<file path="config.mk">
export PLATFORM = sky130hd
export DESIGN_NAME = rndsync_top
export DESIGN_NICKNAME = d
export VERILOG_FILES = /design/src/rtl/rndsync_pkg.sv /design/src/rtl/rndsync_timer.sv /design/src/rtl/rndsync_tally.sv /design/src/rtl/rndsync_top.sv
export SDC_FILE = /design/constraint.sdc
export NUM_CORES = 1
export LEC_CHECK = 0
export BUFFER_PORTS_ARGS = -buffer_cell sky130_fd_sc_hd__buf_2
export CORE_UTILIZATION = 41
export DETAILED_ROUTE_END_ITERATION = 10
export PLACE_DENSITY = 0.8
export SLEW_MARGIN = 10
export SYNTH_ARGS = -nofsm -noshare
export SYNTH_HDL_FRONTEND = slang
export SYNTH_SLANG_ARGS = --single-unit
</file>
<file path="constraint.sdc">
create_clock -name clk -period 2.5 [get_ports clk]
set_clock_uncertainty 0.05 [all_clocks]
set_input_delay 0.5 -clock clk [delete_from_list [all_inputs] [get_ports clk]]
set_output_delay 0.5 -clock clk [all_outputs]
set_load 0.02 [all_outputs]
</file>
<file path="src/rtl/rndsync_pkg.sv">
package rndsync_pkg;

    typedef enum logic {
        ROLE_RMU = 1'b0,
        ROLE_BIU = 1'b1
    } role_e;

    typedef struct packed {
        logic ready;
        logic fault;
    } tmr_evt_t;

    function automatic int unsigned ones32(input logic [31:0] v);
        int unsigned n;
        n = 0;
        for (int i = 0; i < 32; i++) begin
            n += int'(v[i]);
        end
        return n;
    endfunction

endpackage

</file>
<file path="src/rtl/rndsync_timer.sv">
module rndsync_timer #(
    parameter int unsigned ROUND_LEN = 32,
    parameter int unsigned READY_OFS = 4,
    parameter int unsigned FAULT_WIN = 16,
    parameter int unsigned CNT_W     = 6
) (
    input  logic                  clk,
    input  logic                  rst,
    input  logic                  load_i,
    output logic [CNT_W-1:0]      cnt_o,
    output rndsync_pkg::tmr_evt_t evt_o
);
    localparam logic [CNT_W-1:0] READY_PT = CNT_W'(ROUND_LEN - READY_OFS);
    localparam logic [CNT_W-1:0] FAULT_PT = CNT_W'(ROUND_LEN - READY_OFS + FAULT_WIN);
    localparam logic [CNT_W-1:0] CNT_MAX  = '1;

    logic [CNT_W-1:0] cnt_q;
    logic             fault_q;

    always_ff @(posedge clk) begin
        if (rst) begin
            cnt_q   <= '0;
            fault_q <= 1'b0;
        end else begin
            if (load_i) begin
                cnt_q <= '0;
            end else if (cnt_q != CNT_MAX) begin
                cnt_q <= cnt_q + 1'b1;
            end
            if (load_i) begin
                fault_q <= 1'b0;
            end else if (cnt_q == FAULT_PT) begin
                fault_q <= 1'b1;
            end
        end
    end

    assign cnt_o       = cnt_q;
    assign evt_o.ready = (cnt_q == READY_PT);
    assign evt_o.fault = fault_q;


    cnt_step_chk: assert property (@(posedge clk) disable iff (rst)
        (!load_i && cnt_q != CNT_MAX) |=> cnt_q == $past(cnt_q) + 1'b1);


    cnt_load_chk: assert property (@(posedge clk) disable iff (rst)
        load_i |=> cnt_q == '0);


    fault_rise_chk: assert property (@(posedge clk) disable iff (rst)
        $rose(fault_q) |-> cnt_q == FAULT_PT + 1'b1);

endmodule

</file>
<file path="src/rtl/rndsync_tally.sv">
module rndsync_tally #(
    parameter int unsigned N_SRC  = 4,
    parameter int unsigned RND_W  = 4,
    parameter int unsigned THRESH = 3
) (
    input  logic                   clk,
    input  logic                   rst,
    input  logic [N_SRC-1:0]       vld_i,
    input  logic [N_SRC-1:0]       bad_i,
    input  logic [N_SRC*RND_W-1:0] rnd_i,
    input  logic [RND_W-1:0]       cur_i,
    output logic                   acc_o
);
    logic [N_SRC-1:0] hit;
    logic [N_SRC-1:0] seen_q;

    for (genvar i = 0; i < N_SRC; i++) begin : g_src
        assign hit[i] = vld_i[i] & ~bad_i[i] & (rnd_i[i*RND_W +: RND_W] == cur_i);
    end

    assign acc_o = (rndsync_pkg::ones32(32'(seen_q)) >= THRESH);

    always_ff @(posedge clk) begin
        if (rst || acc_o) begin
            seen_q <= '0;
        end else begin
            seen_q <= seen_q | hit;
        end
    end


    latch_keep_chk: assert property (@(posedge clk) disable iff (rst)
        !acc_o |=> (($past(seen_q) & ~seen_q) == '0));


    latch_clr_chk: assert property (@(posedge clk) disable iff (rst)
        acc_o |=> seen_q == '0);


    bad_drop_chk: assert property (@(posedge clk) disable iff (rst)
        (!acc_o && (vld_i & ~bad_i) == '0) |=> $stable(seen_q));

endmodule

</file>
<file path="src/rtl/rndsync_top.sv">
module rndsync_top #(
    parameter int unsigned N_SRC     = 4,
    parameter int unsigned ROUND_LEN = 32,
    parameter int unsigned READY_OFS = 4,
    parameter int unsigned THRESH    = 3,
    parameter int unsigned FAULT_WIN = 16,
    parameter int unsigned RND_W     = 4,
    localparam int unsigned CNT_W    = $clog2(ROUND_LEN + FAULT_WIN + 2)
) (
    input  logic                   clk,
    input  logic                   rst,
    input  logic                   role_biu_i,
    input  logic [N_SRC-1:0]       mark_vld_i,
    input  logic [N_SRC-1:0]       mark_bad_i,
    input  logic [N_SRC*RND_W-1:0] mark_rnd_i,
    output logic                   bcast_o,
    output logic                   accept_o,
    output logic [CNT_W-1:0]       count_o,
    output logic [RND_W-1:0]       round_o,
    output logic                   sync_fault_o
);
    import rndsync_pkg::*;

    role_e            role;
    tmr_evt_t         evt;
    logic             acc;
    logic [RND_W-1:0] round_q;

    assign role = role_e'(role_biu_i);

    rndsync_tally #(
        .N_SRC (N_SRC),
        .RND_W (RND_W),
        .THRESH(THRESH)
    ) tally_i (
        .clk  (clk),
        .rst  (rst),
        .vld_i(mark_vld_i),
        .bad_i(mark_bad_i),
        .rnd_i(mark_rnd_i),
        .cur_i(round_q),
        .acc_o(acc)
    );

    rndsync_timer #(
        .ROUND_LEN(ROUND_LEN),
        .READY_OFS(READY_OFS),
        .FAULT_WIN(FAULT_WIN),
        .CNT_W    (CNT_W)
    ) timer_i (
        .clk   (clk),
        .rst   (rst),
        .load_i(acc),
        .cnt_o (count_o),
        .evt_o (evt)
    );

    always_ff @(posedge clk) begin
        if (rst) begin
            round_q <= '0;
        end else if (acc) begin
            round_q <= round_q + 1'b1;
        end
    end

    assign bcast_o      = (role == ROLE_BIU) ? acc : evt.ready;
    assign accept_o     = acc;
    assign round_o      = round_q;
    assign sync_fault_o = evt.fault;


    round_adv_chk: assert property (@(posedge clk) disable iff (rst)
        acc |=> round_q == $past(round_q) + 1'b1);


    round_hold_chk: assert property (@(posedge clk) disable iff (rst)
        !acc |=> $stable(round_q));


    ready_pulse_chk: assert property (@(posedge clk) disable iff (rst)
        (role == ROLE_RMU && bcast_o && !acc) |=> !(role == ROLE_RMU && bcast_o));

endmodule

</file>
==> qor.yml <==
timing:
  hold_violations: 0
  maxSlewViolCount: 0
  min_period_over_period: 1.05
  post-route-min-period_ps: 2630
  rsz0062_at_grt: "yes"
  relSlewSlack: 0.727
  timing.fmax_ghz: 0.381
  worst_slew_pin_slew_ps: 409
  setup_viol_count_final: 2
  worst_slack_ps: -128
power:
  power_mw: 0.453
  ir_drop_v: 0.000249
  cellLeakagePower_nw: 0.551
  p_per_area_nw_per_um2: 375
global_routing:
  grt.total_usage: 0.173
  antenna_found_initial: 0
  grt_max_degree: 12
  grt_pass1_wl_mm: 3.26
  grt_pass1_vias: 776
  grt.overflow.total: 0
cts:
  cts_root_buf: "clkbuf_4"
  clkLatencyLatePin_ps: 270
  cts-buffers-inserted: 3
  h-tree-depth: 1
  cts_sinks: 15
  cts_buffer_depth: 2
  clk_pin_slew_ps: 90
  cts_tree: "built"
final_layout:
  final_nets: 178
  antenna_cells: 0
  fin_util: 0.598
  final_cells: 171
  drive_gt1_frac: 0.396
  n_fill_cell: 204
  syn2layout_area_growth_pct: 32.7
worst_setup_path:
  reg2reg_to: "timer_i.cnt_o[4]$_SDFFE_PP0P_"
  start_kind: "flop"
  crit_slowest_cell: "dfxtp_2"
  slowest_delay_ps: 340
  r2r-start: "tally_i.seen_q[0]$_SDFF_PP0_"
  path_buf_inv: 3
  critPathLaunch: "tally_i.seen_q[0]$_SDFF_PP0_"
  reg2regPathDepth: 9
  crit_arrival_ps: 2080
  cp.required_ps: 1950
  crit_fanout: 3
  path_cells: "ha_4 > inv_2 > fa_2 > inv_2 > ha_4 > nor2b_4 > or2_4 > nand2_2 > o21ai_2 > buf_6"
  critical-path-top-delay-family: "adder cells"
  cp-end-kind: "primary output"
  critical_path_class: "reg -> out"
  r2r_setup_slack_ps: 310
yosys:
  synth_ff_type: "dfxtp_1"
  synth_edf_count: 0
  async_reset_ff_frac: 0
  synth_fa_ha_area_frac: 0.0907
  synth_top_area_frac: 0.330
  synth_top_family_by_area: "simple AND/OR/NAND/NOR gates"
  synth_warnings: 0
  syn-mean-instance-area_sq_um: 8.84
  synth_xor_area_frac: 0.183
  synth_largest_area_cell: "dfxtp_1"
  yosys-top-cells-area: "dfxtp_1 33%, xnor2_1 9.6%, xor2_1 8.7%, ha_1 6.9%, nor2_1 4.5%"
  synth_mux_area_frac: 0.0110
  synthCells: 103
  yosysUniqueCellTypes: 30
  yosys.area_share.simple: 0.199
  synth_compound_area_frac: 0.111
  synth.net_count: 136
  ys_ff_latch: 15
  synth_area_sq_um: 911
  ys_seq_area_frac: 0.330
worst_hold_path:
  hp-start: "rst"
  min_to: "round_o[1]$_SDFFE_PP0P_"
  hp-class: "in -> reg"
  whs_path_depth: 2
placed_design:
  dpl.hpwl_mm: 1.44
  place_congestion: 0.783
  pre_cts_slack_ps: -22.7
  dp_cells: 165
  port_buffers: 39
run_status:
  violations: "setup timing"
  run_status: "complete, but fails checks"
die:
  dieArea_sq_um: 2410
  start_util: 0.450
  rows: 16
  core_area_sq_um: 2020
  dieHeight_um: 49.1
  ioPinCount: 40
  die-width_um: 49.1
detailed_routing:
  dr.first_iter.drc_count: 17
  num_vias: 837
  routed_via_density: 4.89
  first_pass_iters: 5
  drc_errors: 0
  antenna_left: 0
  wl_mm: 1.94
  wire_per_inst_um: 11.3
run:
  cap_violations: 0
-- routing by layer --
| layer | GRT usage | vias up | share of wire |
|---|---|---|---|
| li1 | - | 434 | - |
| met1 | 0.206 | 373 | 0.46 |
| met2 | 0.297 | 28 | 0.47 |
| met3 | 0.0343 | 2 | 0.061 |
| met4 | 0.0735 | 0 | 0.0077 |
| met5 | 0 | - | 0 |
-- sequential cells by signal, summed over array words and instances, names as in the netlist --
| signal | count |
|---|---|
| round_o | 4 |
| timer_i.cnt_o | 6 |
| timer_i.fault_q | 1 |
| tally_i.seen_q | 4 |
-- power breakdown --
part           internal (mW)  total (mW)  switching [mW]
Combinational         0.0356      0.0668          0.0312
Sequential             0.244       0.252         0.00816
Clock                 0.0618       0.134          0.0720
Total                  0.341       0.453           0.111
-- cells by family after synthesis --
logic type / after synthesis
buffers and inverters: 15
XOR/XNOR: 19
flip-flops: 15
AND/OR/NAND/NOR: 32
multiplexers: 1
adder cells (fa/ha/maj): 6
AO/OA/AOI/OAI: 15
-- cell usage in the layout, fill, tap and decap left out, types with 2 or more instances in the layout --
cell / synthesis / layout
a21oi_1: 5 / 5
a31oi_1: 3 / 3
buf_2: 3 / 37
buf_4: 0 / 3
buf_6: 1 / 2
clkbuf_4: 0 / 3
dfxtp_1: 15 / 13
dfxtp_2: 0 / 2
ha_1: 5 / 3
ha_4: 0 / 2
inv_1: 10 / 8
inv_2: 0 / 2
nand3_1: 4 / 4
nand4b_1: 2 / 2
nor2_1: 11 / 11
nor3_1: 5 / 5
nor3b_1: 3 / 3
xnor2_1: 10 / 10
xor2_1: 9 / 9
-- worst register-to-register path: cells and delay by family, from the launching register on --
kind | cells | cell delay (ps)
buf+inv | 3 | 230
flops | 1 | 340
fa+ha+maj | 3 | 760
simple gates | 3 | 720
-- synthesized netlist by cell type, types with 2 or more instances --
library cell and instances:
xnor2_1 10, nand3_1 4, xor2_1 9, buf_2 3
nor3_1 5, nor3b_1 3, dfxtp_1 15, a21oi_1 5
ha_1 5, a31oi_1 3, nand4b_1 2, o21ai_0 2
nor2_1 11, inv_1 10
-- layout make-up --
cell class / instances / area (sq um) / share of cell area
clock buffer: 4 / 26.3 / 0.0217
inverter: 10 / 37.5 / 0.0311
multi-input combinational: 73 / 578 / 0.478
sequential: 15 / 303 / 0.251
tap: 27 / 33.8 / 0.0280
timing repair buffer: 42 / 230 / 0.190
-- how the worst max path moves through the flow --
stage,endpoint,slack [ps],depth (start not counted)
floorplan,bcast_o,10,10
global placement,bcast_o,20,10
detailed placement,bcast_o,-20,10
global route,bcast_o,-200,10
CTS,bcast_o,-180,10
finish,bcast_o,-130,10
-- what timing repair did --
item | in CTS | in global routing
hold buffers | 0 | 0
setup buffers | 1 | 1
setup endpoints to repair | 2 | 2
resized for setup | 11 | 2
cloned | 0 | 0
pin swaps | 4 | 2
-- metrics by stage --
| stage | hold WS, ps | TNS [ps] | cell area, sq um |
|---|---|---|---|
| floorplan | 393 | 0 | 915 |
| global placement | 407 | 0 | 1120 |
| detailed placement | 419 | -22.7 | 1120 |
| CTS | 385 | -291 | 1190 |
| global route | 388 | -290 | 1210 |
| finish | 396 | -154 | 1210 |
Power figures use the tool's default switching activity.
